==> src/rtl/acc_bus_datapath.sv <==
module acc_bus_datapath #(
  parameter int DW   = 16,
  parameter int OPCW = 3
) (
  input  logic            clk,
  input  logic            rst_n,
  input  logic            mem_rd,
  input  logic            mem_wr,
  input  logic            mar_ld,
  input  logic            pc_ld,
  input  logic            pc_drv,
  input  logic            acc_ld,
  input  logic            acc_drv,
  input  logic            ir_ld,
  input  logic            ir_drv,
  input  logic            ret_ld,
  input  logic            ret_drv,
  input  logic            arg_ld,
  input  logic            buf_drv,
  input  logic [1:0]      alu_op,
  input  logic [DW-1:0]   mem_din,
  output logic [DW-OPCW-1:0] addr_fld,
  output logic [OPCW-1:0] opc_fld,
  output logic            acc_zero,
  output logic            int_ack,
  output logic [DW-1:0]   mem_dout,
  output logic            mem_write,
  output logic            mem_req
);
  localparam int AW = DW - OPCW;

  logic [DW-1:0] mar_q, pc_q, acc_q, ir_q, ret_q, arg_q, buf_q;
  logic          iack_q;
  logic [2:0]    src_cnt;
  logic          bus_ok;
  logic [DW-1:0] bus_any, bus, alu;

  assign src_cnt = 3'(mem_rd) + 3'(pc_drv) + 3'(acc_drv) + 3'(ir_drv)
                 + 3'(ret_drv) + 3'(buf_drv);
  assign bus_ok  = (src_cnt <= 3'd1);

  assign bus_any = ({DW{mem_rd}}  & mem_din) | ({DW{pc_drv}}  & pc_q)
                 | ({DW{acc_drv}} & acc_q)   | ({DW{ir_drv}}  & ir_q)
                 | ({DW{ret_drv}} & ret_q)   | ({DW{buf_drv}} & buf_q);
  assign bus     = bus_ok ? bus_any : '0;

  always_comb begin
    case (alu_op)
      2'b00:   alu = bus;
      2'b01:   alu = bus + DW'(1);
      2'b10:   alu = arg_q + bus;
      default: alu = arg_q - bus;
    endcase
  end

  always_ff @(posedge clk) begin
    if (!rst_n) begin
      mar_q  <= '0;
      pc_q   <= '0;
      acc_q  <= '0;
      ir_q   <= '0;
      ret_q  <= '0;
      arg_q  <= '0;
      buf_q  <= '0;
      iack_q <= 1'b0;
    end else begin
      if (bus_ok) begin
        if (mar_ld) mar_q <= bus;
        if (pc_ld)  pc_q  <= bus;
        if (acc_ld) acc_q <= bus;
        if (ir_ld)  ir_q  <= bus;
        if (ret_ld) ret_q <= bus;
        if (arg_ld) arg_q <= bus;
        buf_q <= alu;
      end
      case ({ret_ld, ret_drv})
        2'b10:   iack_q <= 1'b1;
        2'b01:   iack_q <= 1'b0;
        2'b11:   iack_q <= ~iack_q;
        default: iack_q <= iack_q;
      endcase
    end
  end

  assign addr_fld  = mar_q[AW-1:0];
  assign opc_fld   = ir_q[DW-1 -: OPCW];
  assign acc_zero  = ~|acc_q;
  assign int_ack   = iack_q;
  assign mem_write = mem_wr;
  assign mem_req   = mem_wr | mem_rd;
  assign mem_dout  = mem_wr ? bus : '0;
endmodule

==> config.mk <==
export PLATFORM = sky130hd
export DESIGN_NAME = acc_bus_datapath
export DESIGN_NICKNAME = d
export VERILOG_FILES = /design/src/rtl/acc_bus_datapath.sv
export SDC_FILE = /design/constraint.sdc
export NUM_CORES = 1
export LEC_CHECK = 0
export ABC_CLOCK_PERIOD_IN_PS = 7200
export BUFFER_PORTS_ARGS = -buffer_cell sky130_fd_sc_hd__buf_2
export CAP_MARGIN = 0
export CORE_ASPECT_RATIO = 0.7
export CORE_MARGIN = 4
export CORE_UTILIZATION = 38
export DETAILED_ROUTE_END_ITERATION = 10
export PLACE_DENSITY = 0.63
export SETUP_SLACK_MARGIN = 0.4
export SLEW_MARGIN = 20
export SYNTH_ARGS = -nofsm -noshare
export SYNTH_HDL_FRONTEND = slang
export SYNTH_SLANG_ARGS = --single-unit
==> constraint.sdc <==
create_clock -name clk -period 7.2 [get_ports clk]
set_input_delay 1.08 -clock clk [delete_from_list [all_inputs] [get_ports clk]]
set_output_delay 1.08 -clock clk [all_outputs]
set_load 0.01 [all_outputs]
# Yosys cells after proc, flatten, opt, wreduce, memory -nomap -nowiden
# Index checks and enable logic that the tools add are counted.
# word_totals
register_bits,110
# classes
n_bitwise,13
n_addsub,8
reduce_logical,10
eq_ne,5
n_lt_le_gt_ge,1
n_mux,4
# ops
op,count
16-bit bitwise AND,6
16-bit OR,5
16-bit case mux with 3 select lines,1
16-bit 2-to-1 mux,2
"16-bit by 1-bit adder with 16-bit output, second input constant",1
16-bit adder,1
16-bit OR reduction,1
16-bit subtractor,1
2-bit AND reduction,6
3-bit by 1-bit adder with 3-bit output,3
"2-bit equality test, second input constant",3
"2-bit by 1-bit equality test with 1-bit output, second input constant",2
2-bit by 1-bit adder with 3-bit output,1
"3-bit by 1-bit less-or-equal comparator with 1-bit output, second input constant",1
1-bit case mux with 3 select lines,1
3-bit nonzero test,1
1-bit by 1-bit adder with 2-bit output,1
2-bit zero test,1
1-bit zero test,1
1-bit NOT,1
1-bit OR,1

# Longest topological paths before layout
# Gate-level depths: netlist of run 1.
# depth
word_depth,9
depth_mapped,24

# Least setup slack after synthesis of run 1
# OpenSTA, ideal clock, no wires.
# synth_timing
kind,input to register
start,in mem_rd
end,reg buf_q[13]
setup_time_ns,0.074
cell_stages,23
arrival_ns,5.679
n_path_buf,3
setup_slack_ns,1.447
path_cell_list,buf_2 > buf_2 > inv_1 > fa_1 > fa_1 > inv_1 > ha_1 > fa_1 > nor2_1 > nand2b_1 > ha_1 > clkbuf_1 > nor2_1 > xor2_1 > ha_1 > o21ai_0 > o21bai_1 > a21boi_0 > o31ai_1 > a31oi_1 > xor2_1 > and2_1 > o21ai_0
# synth_between
elab_chain_cells,9
word_cells_on_any_way,17
cone_classes,8 x add/sub; 1 x order compare; 2 x mux; 6 x bitwise
# synth_lines
item,line_no,source
from (decl),7,"input logic mem_rd,"
1-bit by 1-bit adder with 2-bit output / 16-bit bitwise AND (equally long branches),"38, 42",
2-bit by 1-bit adder with 3-bit output / 16-bit OR (equally long branches),"38, 42",
3-bit by 1-bit adder with 3-bit output / 16-bit OR (equally long branches),"38, 43",
3-bit by 1-bit adder with 3-bit output / 16-bit OR (equally long branches),"39, 43",
3-bit by 1-bit adder with 3-bit output / 16-bit OR (equally long branches),"39, 44",
3-bit by 1-bit less-or-equal comparator with 1-bit output / 16-bit OR (equally long branches),"40, 44",
16-bit 2-to-1 mux,45,assign bus = bus_ok ? bus_any : '0;
16-bit subtractor (tied with other cells),52,default: alu = arg_q - bus;
16-bit case mux with 3 select lines,48,case (alu_op)
to (signal assigned),74,buf_q <= alu;
to (decl),32,"logic [DW-1:0] mar_q, pc_q, acc_q, ir_q, ret_q, arg_q, buf_q;"
# Several ways; a longest one is shown, not always the timed one.
# A chain may end at the register's enable or synchronous reset.

# Worst setup path after layout of run 1
# layout_timing
start,in pc_drv
end,reg buf_q[13]
# layout_between
elab_chain_cells,9
word_cells_on_any_way,17
cone_classes,8 x add/sub; 1 x order compare; 2 x mux; 6 x bitwise
# layout_lines
item,line_no,source
from (decl),11,"input logic pc_drv,"
1-bit by 1-bit adder with 2-bit output / 16-bit bitwise AND (equally long branches),"38, 42",
2-bit by 1-bit adder with 3-bit output / 16-bit OR (equally long branches),"38, 42",
3-bit by 1-bit adder with 3-bit output / 16-bit OR (equally long branches),"38, 43",
3-bit by 1-bit adder with 3-bit output / 16-bit OR (equally long branches),"39, 43",
3-bit by 1-bit adder with 3-bit output / 16-bit OR (equally long branches),"39, 44",
3-bit by 1-bit less-or-equal comparator with 1-bit output / 16-bit OR (equally long branches),"40, 44",
16-bit 2-to-1 mux,45,
16-bit subtractor (tied with other cells),52,
16-bit case mux with 3 select lines,48,
# Several ways; a longest one is shown, not always the timed one.

==> impl_metrics.toml, run 1 <==
[critical_path]
worst_path_max_delay_cell = "fa_1"
timing.critical_path.max_delay_family = "adder cells"
timing.critical_path.to = "buf_q[13]$_SDFFE_PN0N_"
end_of_the_worst_register_to_register_path = "buf_q[13]$_SDFFE_PN0N_"
critPathMaxStageDelay_ns = 0.54
crit_start = "pc_drv"
timing_worst_setup_path_type = "in2reg"
path_buf_inv = 3
worst-endpoint-required_ns = 7.49
ff2ff_path_depth = 15
cp_cell_instances = "buf_2, inv_1, fa_1, fa_1, inv_1, ha_1, fa_1, nor2_4, nand2b_1, ha_1, nor2_1, xor2_1, ha_1, o21ai_0, o21bai_1, a21boi_0, o31ai_1, a31oi_1, xor2_1, and2_1, o21ai_0"
ff2ff_setup_slack_ns = 2.93
endpoint_kind = "register"
cp.depth = 21
critical_path.startpoint_type = "input pin"
crit_path_max_fanout = 17
cp.arrival_ns = 6.21
rr_startpoint = "acc_q[1]$_SDFFE_PN0P_"

[floorplan]
core-area_um2 = 15550
ioPinCount = 69
die_x_extent_um = 159.0
rows = 38
area_of_the_die_um2 = 18070
floorplan.initialDensity = 0.3899
die_height_um = 113.7

[clock_tree]
clkSlewWorstSetupHoldPaths_ns = 0.08
worstSkewPairLatency_ns = 0.36
cts_hold_buf = 0
cts_tree = "done"
postCtsResizedCells = 0
total_number_of_clock_tree_sinks = 110
cts_made_buffers = 9
post-cts-setup-buffer-count = 0
cts.htree.levels = 3
clk_root_buffer_cell = "clkbuf_16"
clock_path_buffers = 2

[route]
finalWirelength_um = 17820
drt_iter0_drc = 444
detail_route.vias_per_cell = 5.652
drc_errors_left = 0
vias_after_detailed_routing = 5409
antenna_left = 0
drt-wirelength-per-cell_um = 18.62
first_pass_drt_iterations = 4

[placement]
portBuffers = 68
dp.final_hpwl_um = 12300
finalWeightedCongestion = 0.8684
place_area_um2 = 6410

[grt]
antenna_violations_before_repair = 0
via_count_of_the_first_global_routing_pass = 4980
grt_max_degree = 77
grt_overflow_total = 0
grt_util_all_layers = 0.1996
grt_pass1_wl_um = 29080

[logic_synthesis]
netlist-cell-type-count = 59
synth_top_family_by_area = "compound AO/OA/AOI/OAI gates"
average_size_of_a_mapped_cell_um2 = 8.148
synthMuxAreaShare = 0.008462
synthesis.yosys.warnings = 0
synth_edf_count = 0
postSynth.topFlopCell = "dfxtp_1"
synth_cells = 744
synth-async-reset-ratio = 0
register_area_share_after_synthesis = 0.3633
synth_area_um2 = 6062
synth-compound-area-share = 0.2727
post_synth_xor_area_fraction = 0.04995
synth.ff_latch_count = 110
synthesis.nets = 800
synth_simple_gate_area_frac = 0.1827
synth_fa_ha_area_frac = 0.05243

[timing]
fin_crit_ns = 5.919
max_slew.worst_pin.slew_ns = 0.9014
number_of_pins_exceeding_their_max_slew_limit_in_the_final_report = 0
timing.setup.tns_ns = 0
worst_slew_margin_rel = 0.3991
rsz0062_at_grt = "false"
achievable-frequency_ghz = 0.1689
final.period_utilization = 0.8221
setup-violations-final = 0
finClkSkew_ns = 0.01046
timing.final.hold_violations = 0

[finish]
postLayoutCellArea_um2 = 6740
layout-drive-gt1-share = 0.1559
synthToLayoutAreaGrowth_pct = 11.19
layout_commonest_cell = "nor2_1"
num_antenna_cells = 0
multi_input_area_um2 = 3445
ff_latch_area_um2 = 2202
layout.filler_cells = 1540
final_net_count = 808
most_frequent_cells_in_the_layout = "nor2_1 (139), dfxtp_1 (110), a211oi_1 (99)"

[power_and_ir_drop]
power_density_nw_per_um2 = 345.2
peakVddDrop_mv = 0.1260
power.leakage_nw = 2.645

[job]
max-cap-violations = 0

[min_path]
timing.hold.worst.class = "reg2reg"
min_from = "buf_q[5]$_SDFFE_PN0N_"

[status]
run_status = "finished, final reports clean"
-- per-stage QoR --
stage                 util  cells  worst slack (ns)  hold slack [ns]  total power (W)
finish              0.4335    957             1.281           0.4601         0.002327
global route        0.4335    957             1.035           0.4846         0.002481
CTS                 0.4332    957             1.373           0.4620         0.002325
detailed placement  0.4123    941             1.005           0.4513         0.001782
global placement    0.4123    941             1.118           0.4487         0.001772
floorplan                -    744             1.447           0.4368         0.001514
-- routing by layer --
layer | global-route usage | part of all wire | up-vias
met5 | 0 | 0 | -
met3 | 0.04586 | 0.079 | 11
met2 | 0.2751 | 0.39 | 214
met1 | 0.3171 | 0.52 | 2497
met4 | 0.03295 | 0.0068 | 0
li1 | - | - | 2687
-- synthesized netlist by cell type (9+ instances only) --
cell type    n  area, µm²
dfxtp_1    110       2202
buf_2        9      45.04
inv_1       12      45.04
nor2_1     140      525.5
a211oi_1    99      743.2
clkbuf_1    66      247.7
ha_1        19      237.7
a22oi_1     45      337.8
o21ai_0     12      60.06
nand2_1     28      105.1
and2_1      11      68.82
and3_1      16      100.1
xnor2_1     11      96.34
a21oi_1     29      145.1
nand3_1      9      45.04
xor2_1      21      183.9
-- power by group --
part / internal (W) / total [W] / leakage [nW] / switching, W
Sequential: 0.000721 / 0.000790 / 0.903 / 0.0000696
Clock: 0.000282 / 0.000547 / 0.158 / 0.000265
Combinational: 0.000377 / 0.000989 / 1.58 / 0.000613
-- worst min-delay path by stage --
stage	cells past startpoint	end
2_1_floorplan	2	buf_q[1]$_SDFFE_PN0N_
3_3_place_gp	2	buf_q[5]$_SDFFE_PN0N_
3_5_place_dp	2	buf_q[2]$_SDFFE_PN0N_
4_1_cts	2	buf_q[2]$_SDFFE_PN0N_
5_1_grt	2	buf_q[2]$_SDFFE_PN0N_
6_report	2	buf_q[5]$_SDFFE_PN0N_
-- registers in the layout (all words and copies together) (netlist names) --
register  cells
acc_q        16
arg_q        16
buf_q        16
int_ack       1
ir_q         16
mar_q        13
pc_q         16
ret_q        16
-- cells by family after synthesis --
kind of cell,after synthesis
compound gates,231
buf+inv,101
fa+ha+maj,23
xor+xnor,33
flops,110
simple gates,241
mux,5
-- final cells by class --
cell class	count	area share
inverters	13	0.007425
repair buffers	85	0.06943
flip-flops and latches	110	0.3267
clock buffers	9	0.03341
clock inverters	7	0.01485
well taps	200	0.03713
multi-input cells	533	0.5110
-- tightest hold or removal path, delay by kind of cell, from the launching register on --
family	cells	cell delay (ns)
AOI/OAI and AO/OA	1	0.05
DFF	1	0.32
and+or+nand+nor	1	0.05
No activity file was read; power rests on OpenSTA's default activity.
==> run 2, diff against run 1 <==
- ABC_CLOCK_PERIOD_IN_PS: 7200 -> 5300
- PLACE_DENSITY: 0.63 -> 0.65
- clock period: 7.2 -> 5.3 ns (I/O delays scaled with it)
==> run 2 against run 1 <==
Non-clock buffer count is 25 higher. Wire length up 2.9%. Core utilization grew 2.5 points. Sequential power grew 35%. Die area unchanged. Global-route usage fell by 0.46 points. Total power rose by 43%. Worst hold slack better by 0.011 ns. Critical path type unchanged. Largest cell class unchanged.
==> impl_metrics.toml, run 2 (synthesis gave the netlist of run 1 again) <==
[clock_tree]
clkSlewWorstSetupHoldPaths_ns = 0.08
clk_root_buffer_cell = "clkbuf_16"
worstSkewPairLatency_ns = 0.36
total_number_of_clock_tree_sinks = 110
cts_tree = "done"
cts.htree.levels = 3
cts_hold_buf = 0
clock_path_buffers = 2
cts_made_buffers = 9

[finish]
layout.filler_cells = 1523
postLayoutCellArea_um2 = 7128
layout-drive-gt1-share = 0.2263
most_frequent_cells_in_the_layout = "nor2_1 (134), dfxtp_1 (110), a211oi_1 (97)"
ff_latch_area_um2 = 2202
synthToLayoutAreaGrowth_pct = 17.59
final_net_count = 833
num_antenna_cells = 0
layout_commonest_cell = "nor2_1"
multi_input_area_um2 = 3646

[floorplan]
ioPinCount = 69
die_x_extent_um = 159.0
core-area_um2 = 15550
floorplan.initialDensity = 0.3899
die_height_um = 113.7
rows = 38
area_of_the_die_um2 = 18070

[critical_path]
cp.arrival_ns = 5.12
critical_path.startpoint_type = "input pin"
rr_startpoint = "buf_q[1]$_SDFFE_PN0N_"
worst-endpoint-required_ns = 5.57
timing_worst_setup_path_type = "in2reg"
crit_path_max_fanout = 4
ff2ff_setup_slack_ns = 1.69
endpoint_kind = "register"
end_of_the_worst_register_to_register_path = "buf_q[13]$_SDFFE_PN0N_"
ff2ff_path_depth = 16

[timing]
finClkSkew_ns = 0.01176
timing.setup.tns_ns = 0
rsz0062_at_grt = "true"
fin_crit_ns = 4.848
achievable-frequency_ghz = 0.2063
max_slew.worst_pin.slew_ns = 0.8395
number_of_pins_exceeding_their_max_slew_limit_in_the_final_report = 0
worst_slew_margin_rel = 0.4403
timing.final.hold_violations = 0
setup-violations-final = 0
final.period_utilization = 0.9148

[status]
run_status = "finished, final reports clean"

[min_path]
hold-path-cell-count = 2
min_from = "buf_q[2]$_SDFFE_PN0N_"
timing.hold.worst.class = "reg2reg"
end_point_of_the_most_critical_hold_path = "buf_q[2]$_SDFFE_PN0N_"

[route]
finalWirelength_um = 18330
vias_after_detailed_routing = 5582
drc_errors_left = 0
drt_iter0_drc = 460
antenna_left = 0
first_pass_drt_iterations = 5
detail_route.vias_per_cell = 5.684
drt-wirelength-per-cell_um = 18.67

[power_and_ir_drop]
peakVddDrop_mv = 0.2068
power_density_nw_per_um2 = 465.8
power.leakage_nw = 2.818

[grt]
met2_global_route_usage = 0.2706
use_met3 = 0.04370
grtUsageMet1 = 0.3099
grt_pass1_wl_um = 28380
grt_overflow_total = 0
grt_most_used_layer = "met1"
antenna_violations_before_repair = 0
via_count_of_the_first_global_routing_pass = 5002
grt_util_all_layers = 0.1950
grt_max_degree = 77

[job]
max-cap-violations = 0

[placement]
dp.final_hpwl_um = 12590
portBuffers = 68
place_area_um2 = 6584
finalWeightedCongestion = 0.9147
run 2: cell types whose count changed in the layout (fill, tap and decap cells not counted), sizes merged:
cell,before,now
buf,85,110
clkbuf,9,11
clkinv,4,2
bufinv,1,0
inv,15,16
run 2: layout make-up:
cell class              count  share of cell area
multi-input cells         533              0.5115
flip-flops and latches    110              0.3089
repair buffers            110             0.09531
clock buffers              11             0.03546
well taps                 200             0.03511
inverters                  13            0.007021
clock inverters             5            0.006670
run 2: per-layer routing:
metal  share of wire  up-vias
li1                -     2732
met1            0.52     2639
met2            0.40      198
met3           0.074       13
met4          0.0051        0
met5               0        -
run 2: stage by stage:
step	worst slack [ns]	utilization	total power (W)	hold WS, ns	instances
after floorplan	0.2326	-	0.002108	0.4368	744
final	0.4515	0.4585	0.003321	0.4707	982
after global placement	0.07422	0.4235	0.002472	0.4524	956
after CTS	0.4108	0.4434	0.003187	0.4696	972
after detailed placement	0.01042	0.4235	0.002484	0.4579	956
after global routing	0.3090	0.4585	0.003522	0.5025	982
run 2: critical path: stages:
cell and delay [ns]:
buf_6 0.07, inv_2 0.03, fa_1 0.57, fa_1 0.42, inv_1 0.08, ha_2 0.17
fa_2 0.46, nor2_4 0.23, nand2b_4 0.10, ha_4 0.24, mux2_4 0.29, fa_2 0.41
a21o_1 0.18, a21oi_2 0.16, nand2b_4 0.17, a211o_1 0.21, a31oi_2 0.12, xnor2_1 0.16
a311oi_1 0.24
run 2: repair_timing:
action,CTS,global route
setup buffers,0,10
endpoints found under the hold margin,0,0
gates resized for setup,1,36
setup endpoints to repair,3,10
pin swaps,0,19
run 2: report_power, final:
| part | leakage, nW | internal [W] | switching (W) |
|---|---|---|---|
| clock network | 0.152 | 0.000357 | 0.000340 |
| logic | 1.76 | 0.000631 | 0.000923 |
| registers | 0.903 | 0.000979 | 0.0000912 |
run 2: worst max path at each step:
stage	slack, ns	cells past startpoint	start	endpoint
after global routing	0.31	22	pc_drv	buf_q[9]$_SDFFE_PN0N_
after floorplan	0.23	24	mem_rd	buf_q[13]$_SDFFE_PN0N_
final	0.45	19	pc_drv	buf_q[14]$_SDFFE_PN0N_
after detailed placement	0.01	21	mem_rd	buf_q[15]$_SDFFE_PN0N_
after CTS	0.41	20	mem_rd	buf_q[13]$_SDFFE_PN0N_
after global placement	0.07	21	mem_rd	buf_q[13]$_SDFFE_PN0N_
==> run 3, diff against run 2 <==
- PLACE_DENSITY: 0.65 -> default
- PLACE_DENSITY_LB_ADDON: default -> 0.1
==> run 3 against run 2 <==
Combinational power up 5%. Critical path type unchanged. Highest routed layer unchanged. Cell area rose by 0.91%. Non-clock buffer count is 10 higher. Via count rose by 1.6%. Die area did not move. Clock-buffer cell count shrank 1. Cell count rose by 0.81%. Core utilization increased by 0.42 points.
==> impl_metrics.toml, run 3 (synthesis gave the netlist of run 1 again) <==
[status]
run_status = "finished, final reports clean"

[placement]
dp_cells = 965
portBuffers = 68
place_area_um2 = 6651
finalWeightedCongestion = 0.8954
dp.final_hpwl_um = 13780
post-place-ws_ns = -0.01952

[clock_tree]
worstSkewPairLatency_ns = 0.36
clk_root_buffer_cell = "clkbuf_16"
cts_made_buffers = 9
cts_hold_buf = 0
cts.htree.levels = 3
cts_tree = "done"
clock_path_buffers = 2
total_number_of_clock_tree_sinks = 110
clkSlewWorstSetupHoldPaths_ns = 0.07

[grt]
grt_pass1_wl_um = 31380
grt_overflow_total = 0
grt_util_all_layers = 0.2195
via_count_of_the_first_global_routing_pass = 5497
antenna_violations_before_repair = 0
grt_max_degree = 60

[critical_path]
timing.critical_path.max_delay_family = "adder cells"
timing.critical_path.to = "buf_q[6]$_SDFFE_PN0N_"
end_of_the_worst_register_to_register_path = "buf_q[11]$_SDFFE_PN0N_"
ff2ff_path_depth = 16
cp_cell_instances = "buf_8, inv_4, fa_1, fa_1, inv_1, ha_2, fa_2, nor2_4, nand2b_4, ha_4, nor2_4, xor2_1, ha_2, buf_6, a21o_1, a21oi_2, nand2b_4, nand2b_1, a21oi_2, xnor2_1, a211oi_1, nor3_1"
ff2ff_setup_slack_ns = 1.73
timing_worst_setup_path_type = "in2reg"
endpoint_kind = "register"
crit_start = "pc_drv"
worst_path_max_delay_cell = "fa_1"
path_buf_inv = 4
cp.depth = 22
rr_startpoint = "acc_q[1]$_SDFFE_PN0P_"
critical_path.startpoint_type = "input pin"
critPathMaxStageDelay_ns = 0.57
crit_path_max_fanout = 8
worst-endpoint-required_ns = 5.53
cp.arrival_ns = 5.09

[power_and_ir_drop]
clock_power_share = 0.205
power_density_nw_per_um2 = 472.1
cell_int_power_w = 0.002015
switching_share = 0.4067
switchingPower_w = 0.001381
power.combinational.fraction = 0.480
peakVddDrop_mv = 0.1772
power.leakage_nw = 2.834
seq_power_share = 0.316
power.total_w = 0.003396

[floorplan]
die_height_um = 113.7
area_of_the_die_um2 = 18070
core-area_um2 = 15550
floorplan.initialDensity = 0.3899
ioPinCount = 69
rows = 38
die_x_extent_um = 159.0

[route]
vias_after_detailed_routing = 5673
finalWirelength_um = 20130
first_pass_drt_iterations = 6
detail_route.vias_per_cell = 5.730
drc_errors_left = 0
antenna_left = 0
drt-wirelength-per-cell_um = 20.33
drt_iter0_drc = 441

[finish]
layout-drive-gt1-share = 0.2291
most_frequent_cells_in_the_layout = "nor2_1 (135), dfxtp_1 (110), a211oi_1 (98)"
layout.filler_cells = 1548
num_antenna_cells = 0
final_net_count = 843
synthToLayoutAreaGrowth_pct = 18.66
layoutNonFillerInstCount = 990
layout_commonest_cell = "nor2_1"
postLayoutCellArea_um2 = 7193

[timing]
fin_crit_ns = 4.863
postLayoutSetupSlackWorst_ns = 0.4366
max_slew.worst_pin.slew_ns = 0.8583
number_of_pins_exceeding_their_max_slew_limit_in_the_final_report = 0
worst_slew_margin_rel = 0.4271
final.period_utilization = 0.9176
setup-violations-final = 0
timing.final.hold_violations = 0
rsz0062_at_grt = "true"
achievable-frequency_ghz = 0.2056
finClkSkew_ns = 0.007621

[min_path]
timing.hold.worst.class = "reg2reg"

[job]
max-cap-violations = 0
run 3: cell types whose count changed in the layout (fill, tap and decap cells not counted), moves of 2 or more:
cell and delta:
ha_1 -2, nor2_2 -2, inv_8 -2, clkbuf_8 -2
a21oi_1 +3, buf_4 +11, buf_6 -3, a21oi_2 -4
run 3: layout make-up:
type	instances	area, µm²	share of cell area
multi-input combinational	533	3654	0.5079
sequential	110	2202	0.3061
timing repair buffer	120	748.2	0.1040
tap	200	250.2	0.03479
clock buffer	10	229.0	0.03183
clock inverter	4	57.56	0.008001
inverter	13	52.55	0.007306
run 3: repair_timing:
item,in CTS,in global routing
gates cloned,0,0
setup endpoints to repair,2,10
setup buffers,1,10
gates resized for setup,3,32
pin swaps,2,26
run 3: how the worst min path moves through the flow:
stage | to | cells past startpoint | startpoint | slack, ns
2_1_floorplan | buf_q[1]$_SDFFE_PN0N_ | 2 | buf_q[1]$_SDFFE_PN0N_ | 0.44
3_3_place_gp | buf_q[5]$_SDFFE_PN0N_ | 2 | buf_q[5]$_SDFFE_PN0N_ | 0.46
3_5_place_dp | buf_q[2]$_SDFFE_PN0N_ | 2 | buf_q[2]$_SDFFE_PN0N_ | 0.45
4_1_cts | buf_q[2]$_SDFFE_PN0N_ | 2 | buf_q[2]$_SDFFE_PN0N_ | 0.46
5_1_grt | buf_q[5]$_SDFFE_PN0N_ | 2 | buf_q[5]$_SDFFE_PN0N_ | 0.50
6_report | buf_q[5]$_SDFFE_PN0N_ | 2 | buf_q[5]$_SDFFE_PN0N_ | 0.46
run 3: power groups by stage:
stage	registers, W	clock network [W]	logic [W]
detailed placement	0.00109	0	0.00146
finish	0.00107	0.000695	0.00163
floorplan	0.00107	0	0.00104
CTS	0.00107	0.000710	0.00149
global placement	0.00108	0	0.00145
global route	0.00109	0.000737	0.00178
run 3: worst register-to-register path: stages (launching register included):
cell      delay [ns]
dfxtp_1         0.34
a22oi_1         0.24
and3_1          0.49
nand2b_4        0.25
ha_4            0.21
o211ai_1        0.11
a21oi_1         0.16
o32ai_2         0.09
ha_1            0.34
a21o_1          0.20
a21o_1          0.19
a21oi_4         0.17
o31ai_4         0.12
buf_4           0.15
xor2_1          0.14
a21oi_1         0.15
a21oi_1         0.09
run 3: layer usage:
layer	vias to the layer above	global-route usage	share of wire
li1	2749	-	-
met1	2710	0.3197	0.50
met2	192	0.3311	0.43
met3	22	0.05164	0.064
met4	0	0.05145	0.013
met5	-	0	0
run 3: per-stage QoR:
stage                     setup TNS (ns)  hold slack [ns]  utilization
after floorplan                        0           0.4368            -
after global placement                 0           0.4592       0.4278
after detailed placement        -0.01952           0.4539       0.4278
after CTS                              0           0.4640       0.4482
after global routing                   0           0.4957       0.4627
final                                  0           0.4617       0.4627
